$ cat config.mk
export PLATFORM = sky130hd
export DESIGN_NAME = wdg_keyed_timer
export DESIGN_NICKNAME = d
export VERILOG_FILES = /design/src/rtl/wdg_pkg.sv /design/src/rtl/wdg_key_ctrl.sv /design/src/rtl/wdg_cfg_sync.sv /design/src/rtl/wdg_counter.sv /design/src/rtl/wdg_keyed_timer.sv
export SDC_FILE = /design/constraint.sdc
export NUM_CORES = 1
export LEC_CHECK = 0
export BUFFER_PORTS_ARGS = -buffer_cell sky130_fd_sc_hd__buf_2
export CORE_MARGIN = 2
export CORE_UTILIZATION = 30
export CTS_CLUSTER_DIAMETER = 150
export DETAILED_ROUTE_END_ITERATION = 8
export PLACE_DENSITY_LB_ADDON = 0.3
export SYNTH_ARGS = -nofsm -noshare
export SYNTH_HDL_FRONTEND = slang
export SYNTH_SLANG_ARGS = --single-unit
$ cat constraint.sdc
create_clock -name clk -period 2.78 [get_ports clk]
set_clock_uncertainty 0.05 [all_clocks]
set_input_delay 0 -clock clk [delete_from_list [all_inputs] [get_ports clk]]
set_output_delay 0 -clock clk [all_outputs]
set_load 0.005 [all_outputs]
$ cat src/rtl/wdg_pkg.sv
// Package: register offsets and key codes shared by the watchdog modules.
// Assumes a byte-addressed register map with 32-bit aligned registers.
package wdg_pkg;
    localparam int          ADDR_W      = 5;
    localparam int          KEY_W       = 16;
    localparam logic [ADDR_W-1:0] OFS_KEY   = 5'h00;
    localparam logic [ADDR_W-1:0] OFS_PRE   = 5'h04;
    localparam logic [ADDR_W-1:0] OFS_RLD   = 5'h08;
    localparam logic [ADDR_W-1:0] OFS_STAT  = 5'h0C;
    localparam logic [ADDR_W-1:0] OFS_WIN   = 5'h10;
    localparam logic [KEY_W-1:0]  KEY_OPEN    = 16'h5555;
    localparam logic [KEY_W-1:0]  KEY_START   = 16'hCCCC;
    localparam logic [KEY_W-1:0]  KEY_REFRESH = 16'hAAAA;
endpackage

$ cat src/rtl/wdg_key_ctrl.sv
// Module: key decoder. Decodes the key register writes into the lock state,
// the sticky run state, and the start and refresh load strobes.
// Assumes key_wr lasts one clock for each bus write.
module wdg_key_ctrl
    import wdg_pkg::*;
(
    input  logic             clk,
    input  logic             rst_n,
    input  logic             key_wr,
    input  logic [KEY_W-1:0] key_val,
    output logic             unlocked,
    output logic             running,
    output logic             load_req
);
    logic is_start;
    logic is_refresh;

    // Classify the written key code.
    always_comb begin
        is_start   = key_wr && (key_val == KEY_START);
        is_refresh = key_wr && (key_val == KEY_REFRESH);
        load_req   = (is_start && !running) || (is_refresh && running);
    end

    // Lock follows the last key code written; the run state never clears.
    always_ff @(posedge clk) begin
        if (!rst_n) begin
            unlocked <= 1'b0;
            running  <= 1'b0;
        end else if (key_wr) begin
            unlocked <= (key_val == KEY_OPEN);
            if (is_start) running <= 1'b1;
        end
    end
endmodule

$ cat src/rtl/wdg_cfg_sync.sv
// Module: configuration transfer. Holds a written value and passes it to the
// counting logic only after SYNC_TICKS slow ticks, with a busy flag meanwhile.
// Assumes a write and a tick never need to be honoured in the same clock;
// when they coincide the write wins and restarts the transfer.
module wdg_cfg_sync #(
    parameter int             W          = 12,
    parameter int             SYNC_TICKS = 5,
    parameter logic [W-1:0]   RST_VAL    = '0
) (
    input  logic         clk,
    input  logic         rst_n,
    input  logic         wr_en,
    input  logic [W-1:0] wr_val,
    input  logic         tick,
    output logic [W-1:0] shadow,
    output logic [W-1:0] active,
    output logic         busy
);
    localparam int SYNC_W = $clog2(SYNC_TICKS + 1);

    logic [SYNC_W-1:0] busy_cnt;

    // Flag the transfer as in progress while the countdown is not zero.
    always_comb busy = (busy_cnt != '0);

    // Capture writes and move the value across after the tick countdown.
    always_ff @(posedge clk) begin
        if (!rst_n) begin
            shadow   <= RST_VAL;
            active   <= RST_VAL;
            busy_cnt <= '0;
        end else if (wr_en) begin
            shadow   <= wr_val;
            busy_cnt <= SYNC_W'(SYNC_TICKS);
        end else if (tick && busy) begin
            busy_cnt <= busy_cnt - 1'b1;
            if (busy_cnt == SYNC_W'(1)) active <= shadow;
        end
    end
endmodule

$ cat src/rtl/wdg_counter.sv
// Module: prescaler and down-counter. Divides the tick strobe by 4<<pr and
// decrements the counter on each divided tick. When the counter is already
// zero, it pulses rst_req for one clock and reloads.
// Assumes pr never exceeds the largest supported exponent.
module wdg_counter #(
    parameter int CNT_W = 12,
    parameter int PR_W  = 3,
    parameter int DIV_W = 8
) (
    input  logic             clk,
    input  logic             rst_n,
    input  logic             tick,
    input  logic             running,
    input  logic             load,
    input  logic [PR_W-1:0]  pr_act,
    input  logic [CNT_W-1:0] rld_act,
    output logic             rst_req
);
    logic [DIV_W:0]     div_full;
    logic [DIV_W-1:0]   div_last;
    logic [DIV_W-1:0]   pre_cnt;
    logic [CNT_W-1:0]   cnt;

    // Last prescaler count before a divided tick.
    always_comb begin
        div_full = (DIV_W + 1)'(4) << pr_act;
        div_last = DIV_W'(div_full - 1'b1);
    end

    // Prescale the ticks, count down, and raise the request at expiry.
    always_ff @(posedge clk) begin
        if (!rst_n) begin
            pre_cnt <= '0;
            cnt     <= '1;
            rst_req <= 1'b0;
        end else begin
            rst_req <= 1'b0;
            if (load) begin
                pre_cnt <= '0;
                cnt     <= rld_act;
            end else if (running && tick) begin
                if (pre_cnt >= div_last) begin
                    pre_cnt <= '0;
                    if (cnt == '0) begin
                        cnt     <= rld_act;
                        rst_req <= 1'b1;
                    end else begin
                        cnt <= cnt - 1'b1;
                    end
                end else begin
                    pre_cnt <= pre_cnt + 1'b1;
                end
            end
        end
    end
endmodule

$ cat src/rtl/wdg_keyed_timer.sv
// Module: top of the key-protected watchdog. Decodes register bus accesses,
// gates configuration writes by the key lock, and joins the key decoder,
// the two configuration transfers and the counter.
// Assumes one bus access per clock and a combinational read path.
module wdg_keyed_timer
    import wdg_pkg::*;
#(
    parameter int DATA_W       = 32,
    parameter int CNT_W        = 12,
    parameter int MAX_DIV_LOG2 = 8,
    parameter int SYNC_TICKS   = 5
) (
    input  logic              clk,
    input  logic              rst_n,
    input  logic              bus_sel,
    input  logic              bus_wr,
    input  logic [ADDR_W-1:0] bus_addr,
    input  logic [DATA_W-1:0] bus_wdata,
    output logic [DATA_W-1:0] bus_rdata,
    input  logic              tick,
    output logic              rst_req
);
    localparam int MAX_PR = MAX_DIV_LOG2 - 2;
    localparam int PR_W   = $clog2(MAX_PR + 1);
    localparam int DIV_W  = MAX_DIV_LOG2;

    logic              wr_any;
    logic              key_wr;
    logic              pre_wr;
    logic              rld_wr;
    logic [PR_W-1:0]   pr_wval;
    logic              unlocked;
    logic              running;
    logic              load_req;
    logic [PR_W-1:0]   pr_shadow;
    logic [PR_W-1:0]   pr_act;
    logic              pvu;
    logic [CNT_W-1:0]  rld_shadow;
    logic [CNT_W-1:0]  rld_act;
    logic              rvu;

    // Decode writes and gate configuration writes with the lock.
    always_comb begin
        wr_any = bus_sel && bus_wr;
        key_wr = wr_any && (bus_addr == OFS_KEY);
        pre_wr = wr_any && (bus_addr == OFS_PRE) && unlocked;
        rld_wr = wr_any && (bus_addr == OFS_RLD) && unlocked;
        if (bus_wdata > DATA_W'(MAX_PR)) pr_wval = PR_W'(MAX_PR);
        else                             pr_wval = bus_wdata[PR_W-1:0];
    end

    wdg_key_ctrl i_key (
        .clk      (clk),
        .rst_n    (rst_n),
        .key_wr   (key_wr),
        .key_val  (bus_wdata[KEY_W-1:0]),
        .unlocked (unlocked),
        .running  (running),
        .load_req (load_req)
    );

    wdg_cfg_sync #(.W(PR_W), .SYNC_TICKS(SYNC_TICKS), .RST_VAL('0)) i_pre (
        .clk    (clk),
        .rst_n  (rst_n),
        .wr_en  (pre_wr),
        .wr_val (pr_wval),
        .tick   (tick),
        .shadow (pr_shadow),
        .active (pr_act),
        .busy   (pvu)
    );

    wdg_cfg_sync #(.W(CNT_W), .SYNC_TICKS(SYNC_TICKS), .RST_VAL('1)) i_rld (
        .clk    (clk),
        .rst_n  (rst_n),
        .wr_en  (rld_wr),
        .wr_val (bus_wdata[CNT_W-1:0]),
        .tick   (tick),
        .shadow (rld_shadow),
        .active (rld_act),
        .busy   (rvu)
    );

    wdg_counter #(.CNT_W(CNT_W), .PR_W(PR_W), .DIV_W(DIV_W)) i_cnt (
        .clk     (clk),
        .rst_n   (rst_n),
        .tick    (tick),
        .running (running),
        .load    (load_req),
        .pr_act  (pr_act),
        .rld_act (rld_act),
        .rst_req (rst_req)
    );

    // Return the addressed register; write-only and unused offsets read 0.
    always_comb begin
        bus_rdata = '0;
        if (bus_sel) begin
            case (bus_addr)
                OFS_PRE:  bus_rdata = DATA_W'(pr_shadow);
                OFS_RLD:  bus_rdata = DATA_W'(rld_shadow);
                OFS_STAT: bus_rdata = DATA_W'({rvu, pvu});
                default:  bus_rdata = '0;
            endcase
        end
    end
endmodule

==> results of run 1 <==
-- state kept, by name, summed over array words and instances (netlist names) --
name	count
i_cnt.rst_req	1
i_cnt.cnt	12
i_key.running	1
i_cnt.pre_cnt	8
i_rld.active	12
i_rld.busy_cnt	3
i_pre.busy_cnt	3
i_key.unlocked	1
i_pre.shadow	3
i_rld.shadow	12
i_pre.active	3
-- worst register-to-register path: cells and delay by family, from the launching register on --
kind | cells | cell delay [ns]
AO/OA/AOI/OAI | 3 | 0.84
adder cells (fa/ha/maj) | 1 | 0.15
flip-flops | 1 | 0.34
buffers and inverters | 1 | 0.12
AND/OR/NAND/NOR | 2 | 0.92
-- cells by family after synthesis --
| kind of cell | Yosys count | share of synthesized area (%) |
|---|---|---|
| AO/OA/AOI/OAI | 72 | 14.9 |
| XOR/XNOR | 11 | 2.93 |
| adder cells (fa/ha/maj) | 15 | 5.70 |
| buffers and inverters | 51 | 8.17 |
| flip-flops | 59 | 35.9 |
| multiplexers | 4 | 1.22 |
| other | 1 | 0.114 |
| AND/OR/NAND/NOR | 206 | 31.1 |
-- metal layers --
layer | up-vias | track usage [%] | part of all wire, %
li1 | 1603 | - | -
met1 | 1406 | 18.6 | 48
met2 | 92 | 23.8 | 46
met3 | 15 | 2.51 | 4.2
met4 | 0 | 5.40 | 1.5
met5 | - | 0 | 0
-- power by group --
| group | switching [mW] | internal [mW] |
|---|---|---|
| logic | 0.213 | 0.171 |
| registers | 0.0325 | 0.904 |
| clock network | 0.353 | 0.553 |
| total | 0.598 | 1.63 |
-- cells in the mapped netlist (all sizes together), types with 4 or more instances --
master / count
o211ai: 6
nor4: 11
o21a: 4
and2: 4
nor2b: 4
xnor2: 7
nor2: 32
nand3: 37
and3: 12
buf: 22
or3: 4
a21oi: 24
xor2: 4
nand2: 66
dfxtp: 59
nor3: 11
clkbuf: 13
ha: 15
mux2i: 4
nand4: 10
o21ai: 9
inv: 16
-- layout make-up --
class                           instances  area [um2]
Clock inverter                          4        72.6
Sequential cell                        59        1180
Tap cell                              140         175
Fill cell                            1106        6790
Multi-Input combinational cell        328        1910
Timing Repair Buffer                   74         450
Inverter                               16        60.1
Clock buffer                           12         155
-- what timing repair did --
| action | 4_1_cts | 5_1_grt |
|---|---|---|
| hold endpoints to repair | 16 | 0 |
| hold buffers | 12 | 0 |
| resized for setup | 0 | 0 |
| endpoints found under the setup margin | 0 | 0 |
-- worst min path at each step --
stage | start | endpoint | slack [ns] | cells past startpoint
floorplan | bus_wdata[0] | i_rld.shadow[0] | 0.07 | 2
global placement | bus_wdata[11] | i_rld.shadow[11] | 0.19 | 3
detailed placement | bus_wdata[9] | i_rld.shadow[9] | 0.19 | 3
CTS | bus_wdata[19] | i_pre.shadow[1] | 0.01 | 5
global route | bus_wdata[18] | i_pre.shadow[2] | 0.06 | 5
finish | bus_wdata[19] | i_pre.shadow[1] | 0.01 | 5
==> qor.log, run 1 <==
INFO  worst_setup_path worst-r2r-setup-slack=0.22ns
INFO  sta            finalHoldWorstSlack=0.0138ns
INFO  sta            rsz_0062_raised_after_global_routing=no
INFO  synthesis      synth_area_leaders=sky130_fd_sc_hd__dfxtp_1, sky130_fd_sc_hd__nand2_1, sky130_fd_sc_hd__ha_1
INFO  worst_setup_path crit_path_start=i_cnt.cnt[0]
INFO  worst_setup_path crit_path_end_kind=flop
INFO  floorplan      floorplan.rows=38
INFO  detailed_routing antenna_violating_nets_left=0
INFO  finish         final_cells=633
INFO  placement      place_hpwl=6260um
INFO  synthesis      syn_area_per_cell=7.86um2
INFO  worst_setup_path slowest_stage=sky130_fd_sc_hd__o31ai_1
INFO  floorplan      dieArea=11,800um2
INFO  clock_tree     clk-insertion-delay-late=0.34ns
INFO  synthesis      syn_area=3290um2
INFO  detailed_routing drcViolationCount=0
INFO  grt            number_of_global_route_vias_before_repair=2,812
INFO  synthesis      synth_enable_flop_cells=0
INFO  pwr            ir_drop=0.213mV
INFO  worst_setup_path worst_r2r_endpoint=i_cnt.cnt[9]
INFO  placement      gp_congestion=0.860
INFO  finish         drive_above_1_share=16.8%
INFO  grt            pin_count_of_the_biggest_net_entering_global_routing=32
INFO  worst_setup_path timing.critical_path.fanout_max=7
INFO  worst_setup_path critical_path_required=2.94ns
INFO  worst_setup_path critical-path-max-stage-delay=0.56ns
INFO  floorplan      chipWidth=109um
INFO  floorplan      floorplan.io_pins=75
INFO  worst_hold_path worst_hold_path_class=in -> reg
INFO  sta            hold_viol_final=0
INFO  synthesis      yosys.area.top_type=sky130_fd_sc_hd__dfxtp_1
INFO  sta            fin_crit_sh=92.0%
INFO  synthesis      synth_top_flop_cell=sky130_fd_sc_hd__dfxtp_1
INFO  detailed_routing vias=3,116
INFO  synthesis      syn-instance-count=419
INFO  sta            timing.setup.tns=0ns
INFO  finish         design_area=4010um2
INFO  clock_tree     cts_made_buffers=9
INFO  clock_tree     cts_clock_pin_slew_for_the_worst_setup_and_hold_paths=0.07ns
INFO  sta            setup_viol=0
INFO  worst_setup_path r2r_cells=7
INFO  grt            global_route_wire_length_before_repair=13,400um
INFO  finish         final_core_utilization=37.1%
INFO  grt            antenna_violations_before_repair=0
INFO  sta            final_max_tran_viols=0
INFO  placement      placed_area=3660um2
INFO  worst_setup_path critical_path_cell_count=7
INFO  floorplan      core_region_area=10,800um2
INFO  pwr            total_power_divided_by_cell_area=555nW/um2
INFO  worst_setup_path cp_num_buf_inv=1
INFO  synthesis      async_flop_share=0%
INFO  finish         most_common_cell_after_layout_fill_and_taps_aside=sky130_fd_sc_hd__nand2_1
INFO  synthesis      synthesis.yosys.warnings=0
INFO  pwr            static-leakage-power=1.70nW
INFO  finish         synthToLayoutAreaGrowth=21.7%
INFO  clock_tree     tritoncts=built
INFO  synthesis      share_of_the_yosys_chip_area_belonging_to_registers=35.9%
INFO  sta            setup_ws=0.222ns
INFO  status         status=complete, no violations
INFO  clock_tree     cts_sink_cnt=59
INFO  worst_setup_path worstPathArrival=2.72ns
INFO  pwr            totalPowerFinal=2.23mW
INFO  grt            grt_use_total=14.4%
INFO  detailed_routing route.final.wire_length=8290um
INFO  detailed_routing initialDrtViolationCount=123
INFO  placement      numPlacedInstances=605
INFO  worst_setup_path worst-setup-path-type=reg -> reg
INFO  worst_setup_path crit_family=simple AND/OR/NAND/NOR gates
INFO  worst_setup_path worstPathCellList=inv_1 > ha_1 > nor4b_1 > nand4b_1 > o31ai_1 > a32o_1 > a21oi_1
INFO  worst_setup_path cp-endpoint=i_cnt.cnt[9]
INFO  clock_tree     clock_tree.root_cell=sky130_fd_sc_hd__clkbuf_8
INFO  finish         antennaDiodeCount=0
INFO  synthesis      synth.distinct_cells=56
INFO  synthesis      yosysTopAreaCellShare=35.9%
INFO  worst_setup_path setup.worst_path.start_class=flop
INFO  finish         finish.net_count=545
INFO  synthesis      synth_seq_cells=59
INFO  placement      dp_slack=0.289ns
INFO  detailed_routing viasPerCell=4.92
INFO  detailed_routing length_of_the_first_detailed_routing_pass_in_iterations=5
INFO  worst_setup_path crit-reg2reg-launch=i_cnt.cnt[0]
INFO  sta            fmaxAchievable=391MHz
INFO  placement      io_buffer_count=54
INFO  sta            fin_crit=2.56ns
INFO  sta            actual_transition_at_the_worst_max_transition_pin=0.627ns
INFO  finish         mostFrequentLayoutCells=sky130_fd_sc_hd__nand2_1, sky130_fd_sc_hd__dfxtp_1, sky130_fd_sc_hd__buf_2
INFO  clock_tree     clock_tree.buffer_depth=2
INFO  clock_tree     post_cts.repair.setup_buffers=0
INFO  floorplan      chip_height=109um
INFO  run            drv.max_cap_violation_count=0
INFO  detailed_routing route.detailed.wl_per_inst=13.1um
INFO  sta            slew_headroom=57.6%
INFO  clock_tree     clock_tree.htree_level_count=3
INFO  grt            globalRouteOverflowTotal=0
INFO  floorplan      initial_utilization=30.5%
Note: power is estimated with default switching activity, not from simulation.
==> run 2, diff against run 1 <==
clock period = 2.5 ns   (was 2.78 ns; I/O delays follow)
==> qor.log, run 2 (synthesized netlist as in run 1, its figures left out) <==
INFO  status         status=complete, no violations
INFO  placement      io_buffer_count=54 [unchanged]
INFO  grt            antenna_violations_before_repair=0 [unchanged]
INFO  finish         final.fill_count=1,106 [unchanged]
INFO  grt            globalRouteOverflowTotal=0 [unchanged]
INFO  clock_tree     clk-insertion-delay-late=0.34ns [about the same]
INFO  finish         antennaDiodeCount=0 [unchanged]
INFO  pwr            ir_drop=0.334mV [+56%]
INFO  clock_tree     cts_made_buffers=9 [unchanged]
INFO  worst_setup_path timing.critical_path.fanout_max=9 [+2]
INFO  floorplan      core_region_area=10,800um2 [unchanged]
INFO  clock_tree     tritoncts=built
INFO  grt            number_of_global_route_vias_before_repair=2,845 [+1.2%]
INFO  worst_setup_path worstPathArrival=2.49ns [-0.23 ns]
INFO  detailed_routing drcViolationCount=0 [unchanged]
INFO  sta            final_max_tran_viols=0 [unchanged]
INFO  detailed_routing length_of_the_first_detailed_routing_pass_in_iterations=4 [-1]
INFO  placement      place_hpwl=6240um [-0.29%]
INFO  floorplan      chip_height=109um [unchanged]
INFO  detailed_routing route.detailed.wl_per_inst=12.9um [-1.4%]
INFO  grt            pin_count_of_the_biggest_net_entering_global_routing=32 [unchanged]
INFO  worst_setup_path critical_path_required=2.68ns [-0.26 ns]
INFO  floorplan      chipWidth=109um [unchanged]
INFO  finish         area.sequential=1180um2 [unchanged]
INFO  clock_tree     clock_tree.buffer_depth=2 [unchanged]
INFO  finish         drive_above_1_share=17.7% [+0.91 points]
INFO  worst_hold_path worst_hold_path_class=in -> reg
INFO  worst_setup_path setup.worst_path.start_class=flop
INFO  detailed_routing initialDrtViolationCount=138 [+12%]
INFO  finish         synthToLayoutAreaGrowth=22.5%
INFO  pwr            static-leakage-power=1.71nW [+0.48%]
INFO  finish         mostFrequentLayoutCells=sky130_fd_sc_hd__nand2_1, sky130_fd_sc_hd__dfxtp_1, sky130_fd_sc_hd__buf_2
INFO  floorplan      dieArea=11,800um2 [unchanged]
INFO  detailed_routing vias=3,109 [-0.22%]
INFO  worst_setup_path slowest_stage=sky130_fd_sc_hd__dfxtp_1
INFO  floorplan      initial_utilization=30.5% [unchanged]
INFO  sta            hold_viol_final=0 [unchanged]
INFO  grt            global_route_wire_length_before_repair=13,600um [+2.1%]
INFO  clock_tree     clock_tree.root_cell=sky130_fd_sc_hd__clkbuf_8
INFO  clock_tree     cts_sink_cnt=59 [unchanged]
INFO  sta            setup_viol=0 [unchanged]
INFO  worst_setup_path critical-path-max-stage-delay=0.43ns [-0.13 ns]
INFO  finish         multiInputGateArea=1920um2 [+0.33%]
INFO  finish         most_common_cell_after_layout_fill_and_taps_aside=sky130_fd_sc_hd__nand2_1
INFO  finish         registers_with_the_highest_flip_flop_counts=i_cnt.cnt: 12 flops, i_rld.active: 12 flops, i_rld.shadow: 12 flops
INFO  detailed_routing antenna_violating_nets_left=0 [unchanged]
INFO  sta            slew_headroom=61.1% [+3.5 points]
INFO  worst_setup_path crit_path_end_kind=flop
INFO  clock_tree     cts_clock_pin_slew_for_the_worst_setup_and_hold_paths=0.07ns [about the same]
INFO  clock_tree     post_cts.repair.setup_buffers=0 [unchanged]
INFO  grt            grt_use_total=14.5% [+0.17 points]
INFO  sta            timing.setup.tns=0ns [unchanged]
INFO  placement      gp_congestion=0.829 [-3.6%]
INFO  worst_setup_path worst-setup-path-type=reg -> reg
INFO  floorplan      floorplan.io_pins=75 [unchanged]
INFO  sta            fin_crit=2.31ns [-0.247 ns]
INFO  finish         final_core_utilization=37.4% [+0.24 points]
INFO  finish         finish.net_count=548 [+0.55%]
INFO  clock_tree     clock_tree.htree_level_count=3 [unchanged]
INFO  worst_setup_path worstPathCellList=inv_1 > ha_1 > a211oi_1 > nor2_1 > o31ai_2 > buf_4 > or3_1 > a21oi_1 > a211o_1
INFO  run            drv.max_cap_violation_count=0 [unchanged]
INFO  sta            fmaxAchievable=433MHz [+11%]
INFO  floorplan      floorplan.rows=38 [unchanged]
INFO  detailed_routing route.final.wire_length=8210um [-0.98%]
INFO  pwr            total_power_divided_by_cell_area=610nW/um2 [+9.8%]
INFO  sta            actual_transition_at_the_worst_max_transition_pin=0.578ns [-0.0491 ns]
INFO  sta            fin_crit_sh=92.4% [+0.43 points]
INFO  sta            rsz_0062_raised_after_global_routing=no
INFO  detailed_routing viasPerCell=4.89 [-0.70%]
[run 2: cell types whose count changed in the layout (fill, tap and decap cells not counted)]
cell / before / now
sky130_fd_sc_hd__nor4b_2: 0 / 1
sky130_fd_sc_hd__inv_6: 0 / 1
sky130_fd_sc_hd__clkbuf_8: 11 / 9
sky130_fd_sc_hd__clkinvlp_4: 1 / 2
sky130_fd_sc_hd__nor4b_1: 2 / 1
sky130_fd_sc_hd__buf_4: 8 / 11
sky130_fd_sc_hd__clkbuf_1: 1 / 0
sky130_fd_sc_hd__clkinv_2: 1 / 0
sky130_fd_sc_hd__clkinv_4: 0 / 2
[run 2: metrics by stage]
step           instance area [um2]  hold WS (ns)  worst slack [ns]  total power, mW  std cells
2_1_floorplan                 3360        0.0742             0.201             1.38        438
3_3_place_gp                  3680         0.190             0.232             1.47        608
3_5_place_dp                  3680         0.194             0.219             1.48        608
4_1_cts                       4030       0.00215             0.202             2.49        636
5_1_grt                       4030        0.0501            0.0433             2.60        636
6_report                      4030        0.0226             0.189             2.46        636
[run 2: layout make-up]
class                      count  share of cell area [%]
sequential                    59                    29.3
clock inverter                 7                    2.51
timing repair buffer          77                    11.7
multi-input combinational    328                    47.6
inverter                      16                    1.49
tap                          140                    4.34
clock buffer                   9                    3.07
[run 2: routing by layer]
layer / up-vias / GRT usage, % / routed length (um)
met1: 1413 / 19.3 / 3930
li1: 1603 / - / -
met3: 9 / 3.17 / 331
met5: - / 0 / 0
met4: 0 / 4.49 / 97
met2: 84 / 23.5 / 3850
[run 2: worst max-delay path, delay by kind of cell, from the launching register on]
kind	cells	cell delay, ns
AOI/OAI and AO/OA	4	0.90
buffers and inverters	2	0.30
adders and majority gates	1	0.29
DFF	1	0.43
and+or+nand+nor	2	0.23
[run 2: power by group]
part | leakage (nW) | internal [mW] | switching, mW
sequential | 0.478 | 1.01 | 0.0373
combinational | 1.13 | 0.199 | 0.237
clock | 0.106 | 0.567 | 0.415
[run 2: path summary, 6_finish.rpt]
kind / start / to / slack [ns] / depth (start not counted)
max: i_pre.active[2] / i_cnt.cnt[1] / 0.19 / 9
min: bus_wdata[12] / i_key.unlocked / 0.02 / 5
max reg2reg: i_pre.active[2] / i_cnt.cnt[1] / 0.19 / 9
min reg2reg: i_rld.active[1] / i_cnt.cnt[1] / 0.43 / 1
[run 2: repair_timing]
action | in CTS | in global routing
hold endpoints to repair | 16 | 0
hold buffers | 12 | 0
gates resized for setup | 0 | 1
setup endpoints to repair | 0 | 6
